### src/rtl/swu_pkg.sv
package swu_pkg;

  typedef enum logic [1:0] {
    OP_RESET = 2'd0,
    OP_WRITE = 2'd1,
    OP_READ  = 2'd2,
    OP_READX = 2'd3
  } op_e;

  typedef enum logic [1:0] {
    S_IDLE,
    S_SLOT,
    S_WAIT,
    S_RESP
  } seq_e;

  localparam logic [7:0] CH_RESET = 8'h00;
  localparam logic [7:0] CH_ZERO  = 8'hC0;
  localparam logic [7:0] CH_ONE   = 8'hFF;

  function automatic int div_round(input int clk_hz, input int baud);
    return (clk_hz + baud / 2) / baud;
  endfunction

  function automatic int max2(input int a, input int b);
    return (a > b) ? a : b;
  endfunction

  // {undecodable, bit}
  function automatic logic [1:0] read_decode(input logic [7:0] echo);
    logic [1:0] r;
    case (echo)
      8'hFC, 8'hF8: r = 2'b00;
      8'hFF, 8'hFE: r = 2'b01;
      default:      r = 2'b11;
    endcase
    return r;
  endfunction

  function automatic logic presence_seen(input logic [7:0] echo);
    return (echo == 8'hFC) || (echo == 8'hFE);
  endfunction

endpackage

### src/rtl/swu_baud.sv
module swu_baud #(
  parameter int D_STD_RST = 5333,
  parameter int D_STD_BIT = 868,
  parameter int D_OD_RST  = 533,
  parameter int D_OD_BIT  = 200,
  parameter int DIV_W     = 13
) (
  input  logic             clk,
  input  logic             rst_n,
  input  logic             tx_busy,
  input  logic             fast,
  input  logic             reset_slot,
  output logic [DIV_W-1:0] div
);
  logic [DIV_W-1:0] div_q, div_d, sel;

  always_comb begin
    case ({fast, reset_slot})
      2'b01:   sel = DIV_W'(D_STD_RST);
      2'b00:   sel = DIV_W'(D_STD_BIT);
      2'b11:   sel = DIV_W'(D_OD_RST);
      default: sel = DIV_W'(D_OD_BIT);
    endcase
    div_d = tx_busy ? div_q : sel;
  end

  always_ff @(posedge clk or negedge rst_n) begin
    if (!rst_n) div_q <= DIV_W'(D_STD_RST);
    else        div_q <= div_d;
  end

  assign div = div_q;

  // divider only moves when the transmitter was idle
  p_div_hold_r10: assert property (@(posedge clk) disable iff (!rst_n)
    !$stable(div_q) |-> $past(!tx_busy));
endmodule

### src/rtl/swu_tx.sv
module swu_tx #(
  parameter int DIV_W = 13
) (
  input  logic             clk,
  input  logic             rst_n,
  input  logic             start,
  input  logic [7:0]       data,
  input  logic [DIV_W-1:0] div,
  output logic             txd,
  output logic             busy,
  output logic             done
);
  logic             busy_q, busy_d, done_q, done_d;
  logic [9:0]       sh_q, sh_d;
  logic [DIV_W-1:0] cnt_q, cnt_d;
  logic [3:0]       bit_q, bit_d;

  always_comb begin
    busy_d = busy_q;
    sh_d   = sh_q;
    cnt_d  = cnt_q;
    bit_d  = bit_q;
    done_d = 1'b0;
    if (!busy_q) begin
      if (start) begin
        busy_d = 1'b1;
        sh_d   = {1'b1, data, 1'b0};
        cnt_d  = '0;
        bit_d  = '0;
      end
    end else if (cnt_q == div - 1'b1) begin
      cnt_d = '0;
      sh_d  = {1'b1, sh_q[9:1]};
      if (bit_q == 4'd9) begin
        busy_d = 1'b0;
        done_d = 1'b1;
      end else begin
        bit_d = bit_q + 4'd1;
      end
    end else begin
      cnt_d = cnt_q + 1'b1;
    end
  end

  always_ff @(posedge clk or negedge rst_n) begin
    if (!rst_n) begin
      busy_q <= 1'b0;
      done_q <= 1'b0;
      sh_q   <= '1;
      cnt_q  <= '0;
      bit_q  <= '0;
    end else begin
      busy_q <= busy_d;
      done_q <= done_d;
      sh_q   <= sh_d;
      cnt_q  <= cnt_d;
      bit_q  <= bit_d;
    end
  end

  assign txd  = !busy_q || sh_q[0];
  assign busy = busy_q;
  assign done = done_q;

  // a character opens with a low start bit
  p_start_low_r1: assert property (@(posedge clk) disable iff (!rst_n)
    $rose(busy_q) |-> !txd);
  // ten bits per character, never more
  p_bit_bound_r1: assert property (@(posedge clk) disable iff (!rst_n)
    busy_q |-> (bit_q <= 4'd9));
endmodule

### src/rtl/swu_rx.sv
module swu_rx #(
  parameter int DIV_W = 13
) (
  input  logic             clk,
  input  logic             rst_n,
  input  logic             rxd,
  input  logic [DIV_W-1:0] div,
  output logic             busy,
  output logic             done,
  output logic [7:0]       data,
  output logic             stop_bad
);
  logic             s1_q, s2_q, prev_q;
  logic             busy_q, busy_d, done_q, done_d, sbad_q, sbad_d;
  logic [DIV_W-1:0] cnt_q, cnt_d;
  logic [3:0]       bit_q, bit_d;
  logic [7:0]       sh_q, sh_d;
  logic             fall;

  assign fall = prev_q && !s2_q;

  always_comb begin
    busy_d = busy_q;
    cnt_d  = cnt_q;
    bit_d  = bit_q;
    sh_d   = sh_q;
    sbad_d = sbad_q;
    done_d = 1'b0;
    if (!busy_q) begin
      if (fall) begin
        busy_d = 1'b1;
        cnt_d  = div >> 1;
        bit_d  = '0;
      end
    end else if (cnt_q == '0) begin
      cnt_d = div - 1'b1;
      if (bit_q == 4'd9) begin
        busy_d = 1'b0;
        done_d = 1'b1;
        sbad_d = !s2_q;
      end else begin
        if (bit_q != 4'd0) sh_d = {s2_q, sh_q[7:1]};
        bit_d = bit_q + 4'd1;
      end
    end else begin
      cnt_d = cnt_q - 1'b1;
    end
  end

  always_ff @(posedge clk or negedge rst_n) begin
    if (!rst_n) begin
      s1_q   <= 1'b1;
      s2_q   <= 1'b1;
      prev_q <= 1'b1;
      busy_q <= 1'b0;
      done_q <= 1'b0;
      sbad_q <= 1'b0;
      cnt_q  <= '0;
      bit_q  <= '0;
      sh_q   <= '0;
    end else begin
      s1_q   <= rxd;
      s2_q   <= s1_q;
      prev_q <= s2_q;
      busy_q <= busy_d;
      done_q <= done_d;
      sbad_q <= sbad_d;
      cnt_q  <= cnt_d;
      bit_q  <= bit_d;
      sh_q   <= sh_d;
    end
  end

  assign busy     = busy_q;
  assign done     = done_q;
  assign data     = sh_q;
  assign stop_bad = sbad_q;

  // completion is a single-cycle event
  p_done_pulse_r9: assert property (@(posedge clk) disable iff (!rst_n)
    done_q |=> !done_q);
endmodule

### src/rtl/swire_uart_host.sv
module swire_uart_host #(
  parameter int CLK_HZ       = 100_000_000,
  parameter int STD_RST_BAUD = 18750,
  parameter int STD_BIT_BAUD = 115200,
  parameter int OD_RST_BAUD  = 187500,
  parameter int OD_BIT_BAUD  = 500000
) (
  input  logic       clk,
  input  logic       rst_n,
  input  logic       speed_fast,
  input  logic       cmd_valid,
  output logic       cmd_ready,
  input  logic [1:0] cmd_op,
  input  logic [7:0] cmd_data,
  output logic       rsp_valid,
  input  logic       rsp_ready,
  output logic [7:0] rsp_data,
  output logic       rsp_present,
  output logic       rsp_ferr,
  output logic       txd,
  input  logic       rxd
);
  import swu_pkg::*;

  localparam int D_SR  = div_round(CLK_HZ, STD_RST_BAUD);
  localparam int D_SB  = div_round(CLK_HZ, STD_BIT_BAUD);
  localparam int D_OR  = div_round(CLK_HZ, OD_RST_BAUD);
  localparam int D_OB  = div_round(CLK_HZ, OD_BIT_BAUD);
  localparam int D_MAX = max2(max2(D_SR, D_SB), max2(D_OR, D_OB));
  localparam int DIV_W = $clog2(D_MAX + 1);

  // reset: asserted asynchronously, released on the clock
  logic [1:0] rs_q;
  logic       srst_n;
  always_ff @(posedge clk or negedge rst_n) begin
    if (!rst_n) rs_q <= 2'b00;
    else        rs_q <= {rs_q[0], 1'b1};
  end
  assign srst_n = rs_q[1];

  seq_e       st_q, st_d;
  op_e        op_q, op_d;
  logic       fast_q, fast_d, txs_q, txs_d, rxs_q, rxs_d;
  logic       pres_q, pres_d, ferr_q, ferr_d;
  logic [7:0] data_q, data_d, tx_byte, rx_byte;
  logic [2:0] slot_q, slot_d;
  logic       tx_start, tx_busy, tx_done, rx_busy, rx_done, rx_sbad;
  logic       shin;
  logic [1:0] rdec;
  logic [DIV_W-1:0] div;

  swu_baud #(.D_STD_RST(D_SR), .D_STD_BIT(D_SB), .D_OD_RST(D_OR),
             .D_OD_BIT(D_OB), .DIV_W(DIV_W)) u_baud (
    .clk(clk), .rst_n(srst_n), .tx_busy(tx_busy), .fast(fast_q),
    .reset_slot(op_q == OP_RESET), .div(div));

  swu_tx #(.DIV_W(DIV_W)) u_tx (
    .clk(clk), .rst_n(srst_n), .start(tx_start), .data(tx_byte), .div(div),
    .txd(txd), .busy(tx_busy), .done(tx_done));

  swu_rx #(.DIV_W(DIV_W)) u_rx (
    .clk(clk), .rst_n(srst_n), .rxd(rxd), .div(div), .busy(rx_busy),
    .done(rx_done), .data(rx_byte), .stop_bad(rx_sbad));

  assign tx_start = (st_q == S_SLOT);
  assign tx_byte  = (op_q == OP_RESET) ? CH_RESET :
                    ((op_q == OP_WRITE) && !data_q[0]) ? CH_ZERO : CH_ONE;
  assign rdec     = read_decode(rx_byte);

  always_comb begin
    st_d   = st_q;
    op_d   = op_q;
    fast_d = fast_q;
    data_d = data_q;
    slot_d = slot_q;
    txs_d  = txs_q;
    rxs_d  = rxs_q;
    pres_d = pres_q;
    ferr_d = ferr_q;
    shin   = 1'b0;
    case (st_q)
      S_IDLE: if (cmd_valid) begin
        st_d   = S_SLOT;
        op_d   = op_e'(cmd_op);
        fast_d = speed_fast;
        data_d = cmd_data;
        slot_d = '0;
        pres_d = 1'b0;
        ferr_d = 1'b0;
      end
      S_SLOT: begin
        st_d  = S_WAIT;
        txs_d = 1'b0;
        rxs_d = 1'b0;
      end
      S_WAIT: begin
        if (tx_done) txs_d = 1'b1;
        if (rx_done) rxs_d = 1'b1;
        if ((txs_q || tx_done) && (rxs_q || rx_done)) begin
          if (rx_sbad) ferr_d = 1'b1;
          if (op_q == OP_RESET) begin
            pres_d = presence_seen(rx_byte);
            data_d = rx_byte;
            st_d   = S_RESP;
          end else begin
            if (op_q == OP_WRITE) begin
              shin = data_q[0];
            end else begin
              shin = rdec[0];
              if (rdec[1]) ferr_d = 1'b1;
            end
            data_d = {shin, data_q[7:1]};
            slot_d = slot_q + 3'd1;
            st_d   = (slot_q == 3'd7) ? S_RESP : S_SLOT;
          end
        end
      end
      default: if (rsp_ready) st_d = S_IDLE;
    endcase
  end

  always_ff @(posedge clk or negedge srst_n) begin
    if (!srst_n) begin
      st_q   <= S_IDLE;
      op_q   <= OP_RESET;
      fast_q <= 1'b0;
      data_q <= '0;
      slot_q <= '0;
      txs_q  <= 1'b0;
      rxs_q  <= 1'b0;
      pres_q <= 1'b0;
      ferr_q <= 1'b0;
    end else begin
      st_q   <= st_d;
      op_q   <= op_d;
      fast_q <= fast_d;
      data_q <= data_d;
      slot_q <= slot_d;
      txs_q  <= txs_d;
      rxs_q  <= rxs_d;
      pres_q <= pres_d;
      ferr_q <= ferr_d;
    end
  end

  assign cmd_ready   = (st_q == S_IDLE);
  assign rsp_valid   = (st_q == S_RESP);
  assign rsp_data    = data_q;
  assign rsp_present = pres_q;
  assign rsp_ferr    = ferr_q;

  // command and response sides never open together
  p_ready_excl_r11: assert property (@(posedge clk) disable iff (!srst_n)
    !(cmd_ready && rsp_valid));
  // a pending response is held until taken
  p_rsp_hold_r11: assert property (@(posedge clk) disable iff (!srst_n)
    rsp_valid && !rsp_ready |=> rsp_valid && $stable(rsp_data) &&
    $stable(rsp_present) && $stable(rsp_ferr));
  // a slot launches only when both serial engines are quiet
  p_launch_quiet_r9: assert property (@(posedge clk) disable iff (!srst_n)
    tx_start |-> !tx_busy && !rx_busy && txd);
  // presence only ever reported for a bus reset
  p_present_reset_r3: assert property (@(posedge clk) disable iff (!srst_n)
    rsp_valid && rsp_present |-> op_q == OP_RESET);
endmodule

### config.mk
export PLATFORM = sky130hd
export DESIGN_NAME = swire_uart_host
export DESIGN_NICKNAME = d
export VERILOG_FILES = /design/src/rtl/swu_pkg.sv /design/src/rtl/swu_baud.sv /design/src/rtl/swu_tx.sv /design/src/rtl/swu_rx.sv /design/src/rtl/swire_uart_host.sv
export SDC_FILE = /design/constraint.sdc
export NUM_CORES = 1
export LEC_CHECK = 0
export BUFFER_PORTS_ARGS = -buffer_cell sky130_fd_sc_hd__buf_2
export CORE_UTILIZATION = 45
export CTS_BUF_LIST = sky130_fd_sc_hd__clkbuf_4
export DETAILED_ROUTE_END_ITERATION = 6
export HOLD_SLACK_MARGIN = 0.15
export SLEW_MARGIN = 20
export SYNTH_ARGS = -nofsm -noshare
export SYNTH_HDL_FRONTEND = slang
export SYNTH_SLANG_ARGS = --single-unit
### constraint.sdc
create_clock -name clk -period 5.9 [get_ports clk]
set_input_delay 1.18 -clock clk [delete_from_list [all_inputs] [get_ports clk]]
set_output_delay 1.18 -clock clk [all_outputs]
set_load 0.02 [all_outputs]
==> metrics.txt, run 1 <==
outcome=completed; io pins=29; utilization after layout=approximately half; Critical Path End Type=register; Layout area overhead=7.28%; Commonest cells post-synth=72 x dfrtp_1, 55 x nand2_1, 32 x a21oi_1, 32 x nor2_1, 30 x o21ai_0; Die Wd=111 um; Ys Warns=0; fin crit period=3.19 ns; fin. max-slew vios=0; first-pass GRT wire length=21300 um; Post-Route WL=~12000 um; Setup Crit Path Kind=reg -> reg; Final Setup Violations=0; clk sinks=89; largest area contributor in the netlist=dfrtp_1; gpl congestion=0.812; vias in the first global route=4235; Inserted Diodes=0; hold buffers post-CTS=0; post-DP HPWL=8340 um; Die ar.=roughly 12000 sq um; post-CTS setup repair buffer count=0; final worst path period share=54.1%; dpl ws=2.77 ns; CP required=6.24 ns; ys async rst share=100%; syn_area_per_cell=~9.3 sq um; power density cells=494 nW/um^2; Area after DPL=between 5000 and 6000 sq um; most frequent cell after synthesis=dfrtp_1; Final ANT Viol Nets=0; Port Buffer Count=28; Root Driver=clkbuf_4; number of synthesized flops with an enable pin=0; # fillers=1121; Via density=5.81; drt pass-1 iters=4; TritonCTS Buffers=9; via count=4259; top cells by area, synth=dfrtp_1 34%, dfstp_2 8.4%, ha_1 4.7%; die height=111 um; Worst path slowest cell=dfstp_2; multi-input logic area=between 2000 and 3000 sq um; worst hold margin=0.210 ns; gr ovfl total=0; CP Max Fanout=12; crit path DAT=3.53 ns; DRC viols=0; Static Leakage=0.00248 uW; Worst Tran Pin Value=1.06 ns; Setup WS post-layout=~2.7 ns; Worst setup SP type=register; WL per Instance=16.5 um; Rows=39; Initial Utilization=a little under half; Post-Synthesis Cell Area=around 5300 sq um; relative slew slack=29.2%; library cells used by synthesis=59; Synth Register Bits=89; initial antenna violation count=0; final hold viol count=0; CP dominant cell by count=xnor2_1; core area=11500 sq um; Tot GR Track Use=between 20% and 30%; Resized Gates After CTS=0; cells along the critical path=inv_1, ha_1, xnor2_1, xnor2_1, a221oi_1, nand4bb_1, nor3_2, buf_4, o32ai_1; Hold Crit Class=reg -> async; Max clock buf depth=2; register area=~2300 sq um; RSZ-0062 raised after global routing=no; Setup TNS Final=0 ns; Worst Skew=0.0129 ns; CTS tree=yes; max cap viols=0; Clk Latency, worst-skew pair=0.48 ns; DRT iter0 DRCs=276; Mapped Nets=609; synthesized instance count=573; fin area=about 5700 sq um; Primary FF master, synth=dfrtp_1; htree depth=3; post-synth top area share=33.7%; slowest stage delay, CP=0.69 ns; f_max=313 MHz; # nets final=~620; maximum vdd drop=0.000288 V; largest net degree at the start of global routing=69; Clock transition at path regs=0.16 ns; layout cell share with drive strength beyond 1=between 10% and 20%; share of the yosys chip area belonging to registers=42.1%
layout by cell type (no fill, tap or decap), types with 3 or more instances in the layout:
cell,netlist,final
buf_4,0,6
nand2b_1,21,21
o32ai_1,9,9
nand3b_1,5,5
a21oi_1,32,32
and3_1,5,5
nor2b_1,6,6
or3_1,3,3
buf_2,3,28
mux2i_1,12,12
xor2_1,8,8
a22o_1,7,7
nor2_1,32,32
or4_1,4,4
nand3_1,23,23
nor3_1,11,10
nor3b_1,5,5
nor4_1,5,5
nand4_1,5,5
clkbuf_4,0,9
dfrtp_1,72,70
a221o_1,8,8
a211oi_1,10,10
o21ai_0,30,29
inv_6,0,5
mux2_2,16,16
ha_1,20,20
o211ai_1,8,8
a31oi_1,13,13
xnor2_1,22,22
a21o_1,3,3
dfstp_2,17,17
nand2_1,55,55
and2_1,6,6
or2_2,8,8
o31ai_1,4,4
inv_1,28,28
layer usage:
metal | share of wire, % | routed length [um] | global-route usage (%) | vias up
met1 | 47 | 5700 | 28.8 | 2069
met5 | 0 | 0 | 0 | -
met3 | 3.8 | 459 | 3.23 | 18
li1 | - | - | - | 2084
met2 | 47 | 5680 | 34.9 | 88
met4 | 2.2 | 268 | 9.22 | 0
sequential cells by signal (all words and copies together) (netlist names), 2 cells and up:
signal / cells
op_q: 2
rs_q: 2
rsp_data: 8
slot_q: 3
st_q: 2
u_baud.div: 8
u_rx.bit_q: 4
u_rx.cnt_q: 13
u_rx.data: 8
u_tx.bit_q: 4
u_tx.cnt_q: 13
u_tx.sh_q: 9
logic make-up (layout without fill, tap and decap cells):
kind of cell / after synthesis / after routing / synth area share, %
xor gates and xnor gates: 30 / 30 / 4.91
AOI/OAI and AO/OA: 144 / 144 / 18.3
muxes: 28 / 28 / 5.62
buffers and inverters: 61 / 78 / 4.49
and+or+nand+nor: 200 / 200 / 19.8
DFF: 89 / 89 / 42.1
other: 1 / 1 / 0.0701
adders and majority gates: 20 / 20 / 4.68
cell type report:
cell class	count	area share, %
tap	143	3.12
sequential	89	39.3
inverter	28	1.83
clock inverter	7	1.44
clock buffer	9	1.18
timing repair buffer	34	3.23
multi-input combinational	423	49.9
report_power, final:
part           switching (uW)  leakage (uW)  internal (uW)
logic                     730       0.00132            577
registers                 286       0.00108            860
clock network             240     0.0000823            138
total                    1260       0.00248           1570
worst paths after layout:
path | slack, ns | cells past startpoint | endpoint | startpoint
worst max register to register | 2.71 | 9 | u_tx.cnt_q[2] | u_baud.div[4]
min in group clk | 0.37 | 0 | u_rx.s2_q | u_rx.s1_q
worst max-delay path | 2.71 | 9 | u_tx.cnt_q[2] | u_baud.div[4]
max in group asynchronous | 4.45 | 1 | u_tx.busy | rs_q[1]
worst min register to register | 0.21 | 0 | u_rx.bit_q[3] | rs_q[1]
worst min-delay path | 0.21 | 0 | u_rx.bit_q[3] | rs_q[1]
worst max-delay path, delay by kind of cell, from the launching register on:
kind	cells	cell delay, ns
adders and majority gates	1	0.25
AOI/OAI and AO/OA	2	0.42
buffers and inverters	2	0.44
xor gates and xnor gates	2	0.31
DFF	1	0.69
and+or+nand+nor	2	0.95
through the flow:
stage / cells / power [uW]
6_report: 733 / 2830
5_1_grt: 733 / 3080
4_1_cts: 733 / 2850
3_5_place_dp: 717 / 2470
3_3_place_gp: 717 / 2430
2_1_floorplan: 573 / 2140
Note: power is estimated with default switching activity, not from simulation.
==> run 2: changes to the inputs <==
Clock period 5.9 ns to 2.6 ns, I/O delays scaled along.
==> run 2 against run 1 <==
Effect of this change: flip-flop and latch count is the same; clock skew is 0.0012 ns lower; non-clock buffer count increased by 34; hold slack gained 0.033 ns; sequential power up 120%; critical endpoint is now u_tx.sh_q[0].
==> metrics.txt, run 2 (synthesis results as in run 1) <==
WL per Instance=16.6 um; Initial Utilization=46.4%; Rows=39; DRC viols=0; biggest regs=u_rx.cnt_q (13), u_tx.cnt_q (13), u_tx.sh_q (9); Post-Route WL=12700 um; Worst Skew=0.0117 ns; non-filler cells, final=767; Clock transition at path regs=0.16 ns; dpl ws=-0.160 ns; Placed Cells=744; register area=2250 sq um; Root Driver=clkbuf_4; outcome=completed; commonest non-fill, non-tap cells in the layout=70 x dfrtp_1, 55 x nand2_1, 34 x buf_4; Port Buffer Count=28; fin. max-slew vios=0; vias in the first global route=approximately 4400; Die Wd=111 um; # fillers=between 1000 and 1500; final worst path period share=between 90% and 100%; clk sinks=89; power density cells=1140 nW/um^2; final hold viol count=0; TritonCTS Buffers=9; via count=4366; worst hold margin=0.243 ns; Setup Crit Path Kind=reg -> reg; initial antenna violation count=0; Worst setup SP type=register; die height=between 100 and 150 um; Final Setup Violations=0; Max clock buf depth=2; utilization after layout=53.1%; Clk Latency, worst-skew pair=0.50 ns; Static Leakage=~0.0027 uW; CP Max Fanout=5; Final ANT Viol Nets=0; f_max=389 MHz; Tot GR Track Use=about 22%; gr ovfl total=0; Setup TNS Final=0 ns; core area=between 10000 and 15000 sq um; commonest non-fill, non-tap cell in the layout=dfrtp_1; hold depth=2; Hold Crit Class=in -> reg; gpl congestion=0.829; relative slew slack=27.1%; layout cell share with drive strength beyond 1=23.2%; cells on worst reg2reg path=7; fin crit period=2.57 ns; max cap viols=0; htree depth=3; Via density=5.69; drt pass-1 iters=5; largest net degree at the start of global routing=52; first-pass GRT wire length=21600 um; Die ar.=12300 sq um; maximum vdd drop=between 0.0006 and 0.0007 V; post-DP HPWL=a little under 9000 um; CP required=3.04 ns; DRT iter0 DRCs=roughly 250; CTS tree=yes; Inserted Diodes=0; Layout area overhead=14.4%; # nets final=around 660; Worst Tran Pin Value=1.09 ns; Setup WS post-layout=~0.03 ns; multi-input logic area=2940 sq um; io pins=29; Critical Path End Type=register; crit path DAT=3.01 ns
-- run 2: path summary, 6_finish.rpt --
| kind | from | to | slack (ns) |
|---|---|---|---|
| worst max-delay path | u_baud.div[4] | u_tx.sh_q[0] | 0.03 |
| worst min-delay path | cmd_op[0] | op_q[0] | 0.24 |
| worst max register to register | u_baud.div[4] | u_tx.sh_q[0] | 0.03 |
| worst min register to register | u_rx.s1_q | u_rx.s2_q | 0.37 |
| max in group asynchronous | rs_q[1] | u_baud.div[7] | 1.54 |
| min in group asynchronous | rst_n | rs_q[1] | 0.32 |
-- run 2: through the flow --
step,instance area (sq um),power (uW)
6_report,6120,6980
5_1_grt,6120,7540
4_1_cts,6020,6890
3_5_place_dp,5810,5890
3_3_place_gp,5810,5770
2_1_floorplan,5350,4850
-- run 2: area by class of cell --
type	instances	share of cell area, %
clock buffer	9	1.10
clock inverter	7	1.64
inverter	28	1.72
multi-input combinational	423	48.1
sequential	89	36.8
tap	143	2.92
timing repair buffer	68	7.71
-- run 2: per-layer routing --
layer	wire length, um	up-vias	global-route usage [%]
li1	-	2149	-
met1	5940	2117	27.7
met2	6060	84	37.5
met3	494	16	4.87
met4	221	0	7.21
met5	0	-	0
-- run 2: critical path, cell delays in order (launching register included) --
cell      delay (ns)
dfstp_2         0.61
nand2_1         0.07
or4_4           0.41
a221oi_2        0.36
nor4bb_4        0.43
buf_4           0.22
nand3_4         0.10
a221o_1         0.31
-- run 2: power breakdown --
part	internal, uW	total (uW)	switching (uW)
clock	399	942	543
combinational	1600	3530	1930
sequential	1950	2510	556
total	3950	6980	3020
-- run 2: timing repair --
action / CTS / global route
buffers inserted: 0 / 4
pin swaps: 1 / 6
hold buffers: 2 / 0
hold endpoints to repair: 3 / 0
gates cloned: 0 / 1
endpoints found under the setup margin: 11 / 26
resized for setup: 3 / 14
==> run 3: changes to the inputs <==
Settings changed: PLACE_DENSITY_LB_ADDON from default to 0.12.
==> run 3 against run 2 <==
Effect of this change: non-clock buffer count decreased by 1; fmax up 3.4%; sequential power is essentially flat; global-route usage is 0.27 points lower; design area fell by 0.65%; clock power shrank 22%; core utilization is 0.35 points lower; critical path type unchanged; largest cell class unchanged.
==> metrics.txt, run 3 (synthesis results as in run 1) <==
commonest non-fill, non-tap cell in the layout=dfrtp_1; core area=about 12000 sq um; fin crit period=2.49 ns; metal2 WL=6150 um; max cap viols=0; commonest non-fill, non-tap cells in the layout=70 x dfrtp_1, 55 x nand2_1, 33 x buf_4; clk sinks=89; Post-Route WL=between 10000 and 15000 um; Critical Path End Type=register; drt pass-1 iters=4; Clock transition at path regs=0.16 ns; relative slew slack=28.2%; DRC viols=0; final worst path period share=95.6%; M1 WL=5880 um; RSZ-0062 raised after global routing=no; fin area=6080 sq um; DRT iter0 DRCs=194; Setup WS post-layout=0.115 ns; layout cell share with drive strength beyond 1=23.1%; non-filler cells, final=about 770; worst hold margin=between 0.2 and 0.3 ns; Rows=39; Port Buffer Count=28; largest net degree at the start of global routing=48; htree depth=3; outcome=completed; # nets final=between 600 and 700; biggest regs=u_rx.cnt_q (13), u_tx.cnt_q (13), u_tx.sh_q (9); maximum vdd drop=0.000984 V; crit path DAT=2.84 ns; final hold viol count=0; CP Max Fanout=8; Top Layer Used=met4; gr ovfl total=0; fin. max-slew vios=0; Worst Tran Pin Value=1.08 ns; f_max=402 MHz; Inserted Diodes=0; Area after DPL=5800 sq um; Root Driver=clkbuf_4; Initial Utilization=a little under half; Final Setup Violations=0; via count=4406; post-DP HPWL=~8800 um; dpl ws=-0.0288 ns; Tot GR Track Use=21.8%; Static Leakage=0.00267 uW; total chip power=6780 uW; vias in the first global route=around 4400; gpl congestion=0.805; Final ANT Viol Nets=0; Die Wd=roughly 110 um; CP required=2.95 ns; Worst setup SP type=register; first-pass GRT wire length=21500 um; Setup Crit Path Kind=reg -> reg; Clk Latency, worst-skew pair=0.47 ns; WL per Instance=16.6 um; Worst Skew=0.0226 ns; met3 WL=444 um; power density cells=1120 nW/um^2; die height=about 110 um; CTS tree=yes; TritonCTS Buffers=9; Placed Cells=between 700 and 800; Hold Crit Class=in -> reg; Via density=5.75; Max clock buf depth=2; Layout area overhead=13.7%; io pins=29; Die ar.=12300 sq um; initial antenna violation count=0
-- run 3: area by class of cell --
type | count | area [sq um]
timing repair buffer | 67 | 470
tap | 143 | 179
multi-input combinational | 423 | 2950
sequential | 89 | 2250
inverter | 28 | 105
clock buffer | 9 | 67.6
fill | 1085 | 5440
clock inverter | 7 | 55.1
-- run 3: path summary, 6_finish.rpt --
kind                               startpoint       endpoint  slack (ns)  cells after the start
worst max-delay path            u_rx.cnt_q[3]   u_rx.data[0]        0.11                      6
worst min-delay path                cmd_op[0]        op_q[0]        0.27                      2
worst max register to register  u_rx.cnt_q[3]   u_rx.data[0]        0.11                      6
worst min register to register        rs_q[1]  u_rx.cnt_q[0]        0.35                      0
max in group asynchronous             rs_q[1]      u_rx.s1_q        1.53                      1
min in group asynchronous             rs_q[1]  u_rx.cnt_q[0]        0.35                      0
-- run 3: routing by layer --
| metal | track usage [%] | up-vias |
|---|---|---|
| li1 | - | 2154 |
| met1 | 29.0 | 2160 |
| met2 | 35.5 | 77 |
| met3 | 3.50 | 15 |
| met4 | 8.49 | 0 |
| met5 | 0 | - |
-- run 3: critical path, cell delays in order (launching register included) --
cell and delay [ns]:
dfrtp_1 0.42, or4_4 0.54, or4b_4 0.57, nor4_4 0.16
buf_6 0.18, o211ai_4 0.14, mux2_2 0.35
-- run 3: where the power goes --
part           internal, uW  switching, uW  leakage (uW)
Sequential             1950            566       0.00108
Combinational          1620           1910       0.00152
Clock                   203            529     0.0000641
Total                  3770           3010       0.00267
-- run 3: what timing repair did --
action,in CTS,in global routing
pin swaps,0,4
gates resized for setup,1,17
hold buffers,2,0
hold endpoints to repair,3,0
gates cloned,0,1
setup buffers,0,5
endpoints found under the setup margin,3,35
-- run 3: per-stage QoR --
| step | utilization (%) | setup TNS [ns] |
|---|---|---|
| finish | 52.8 | 0 |
| CTS | 51.6 | 0 |
| detailed placement | 50.3 | -0.0624 |
| global placement | 50.3 | -0.0193 |
| floorplan | - | 0 |
| global route | 52.8 | 0 |
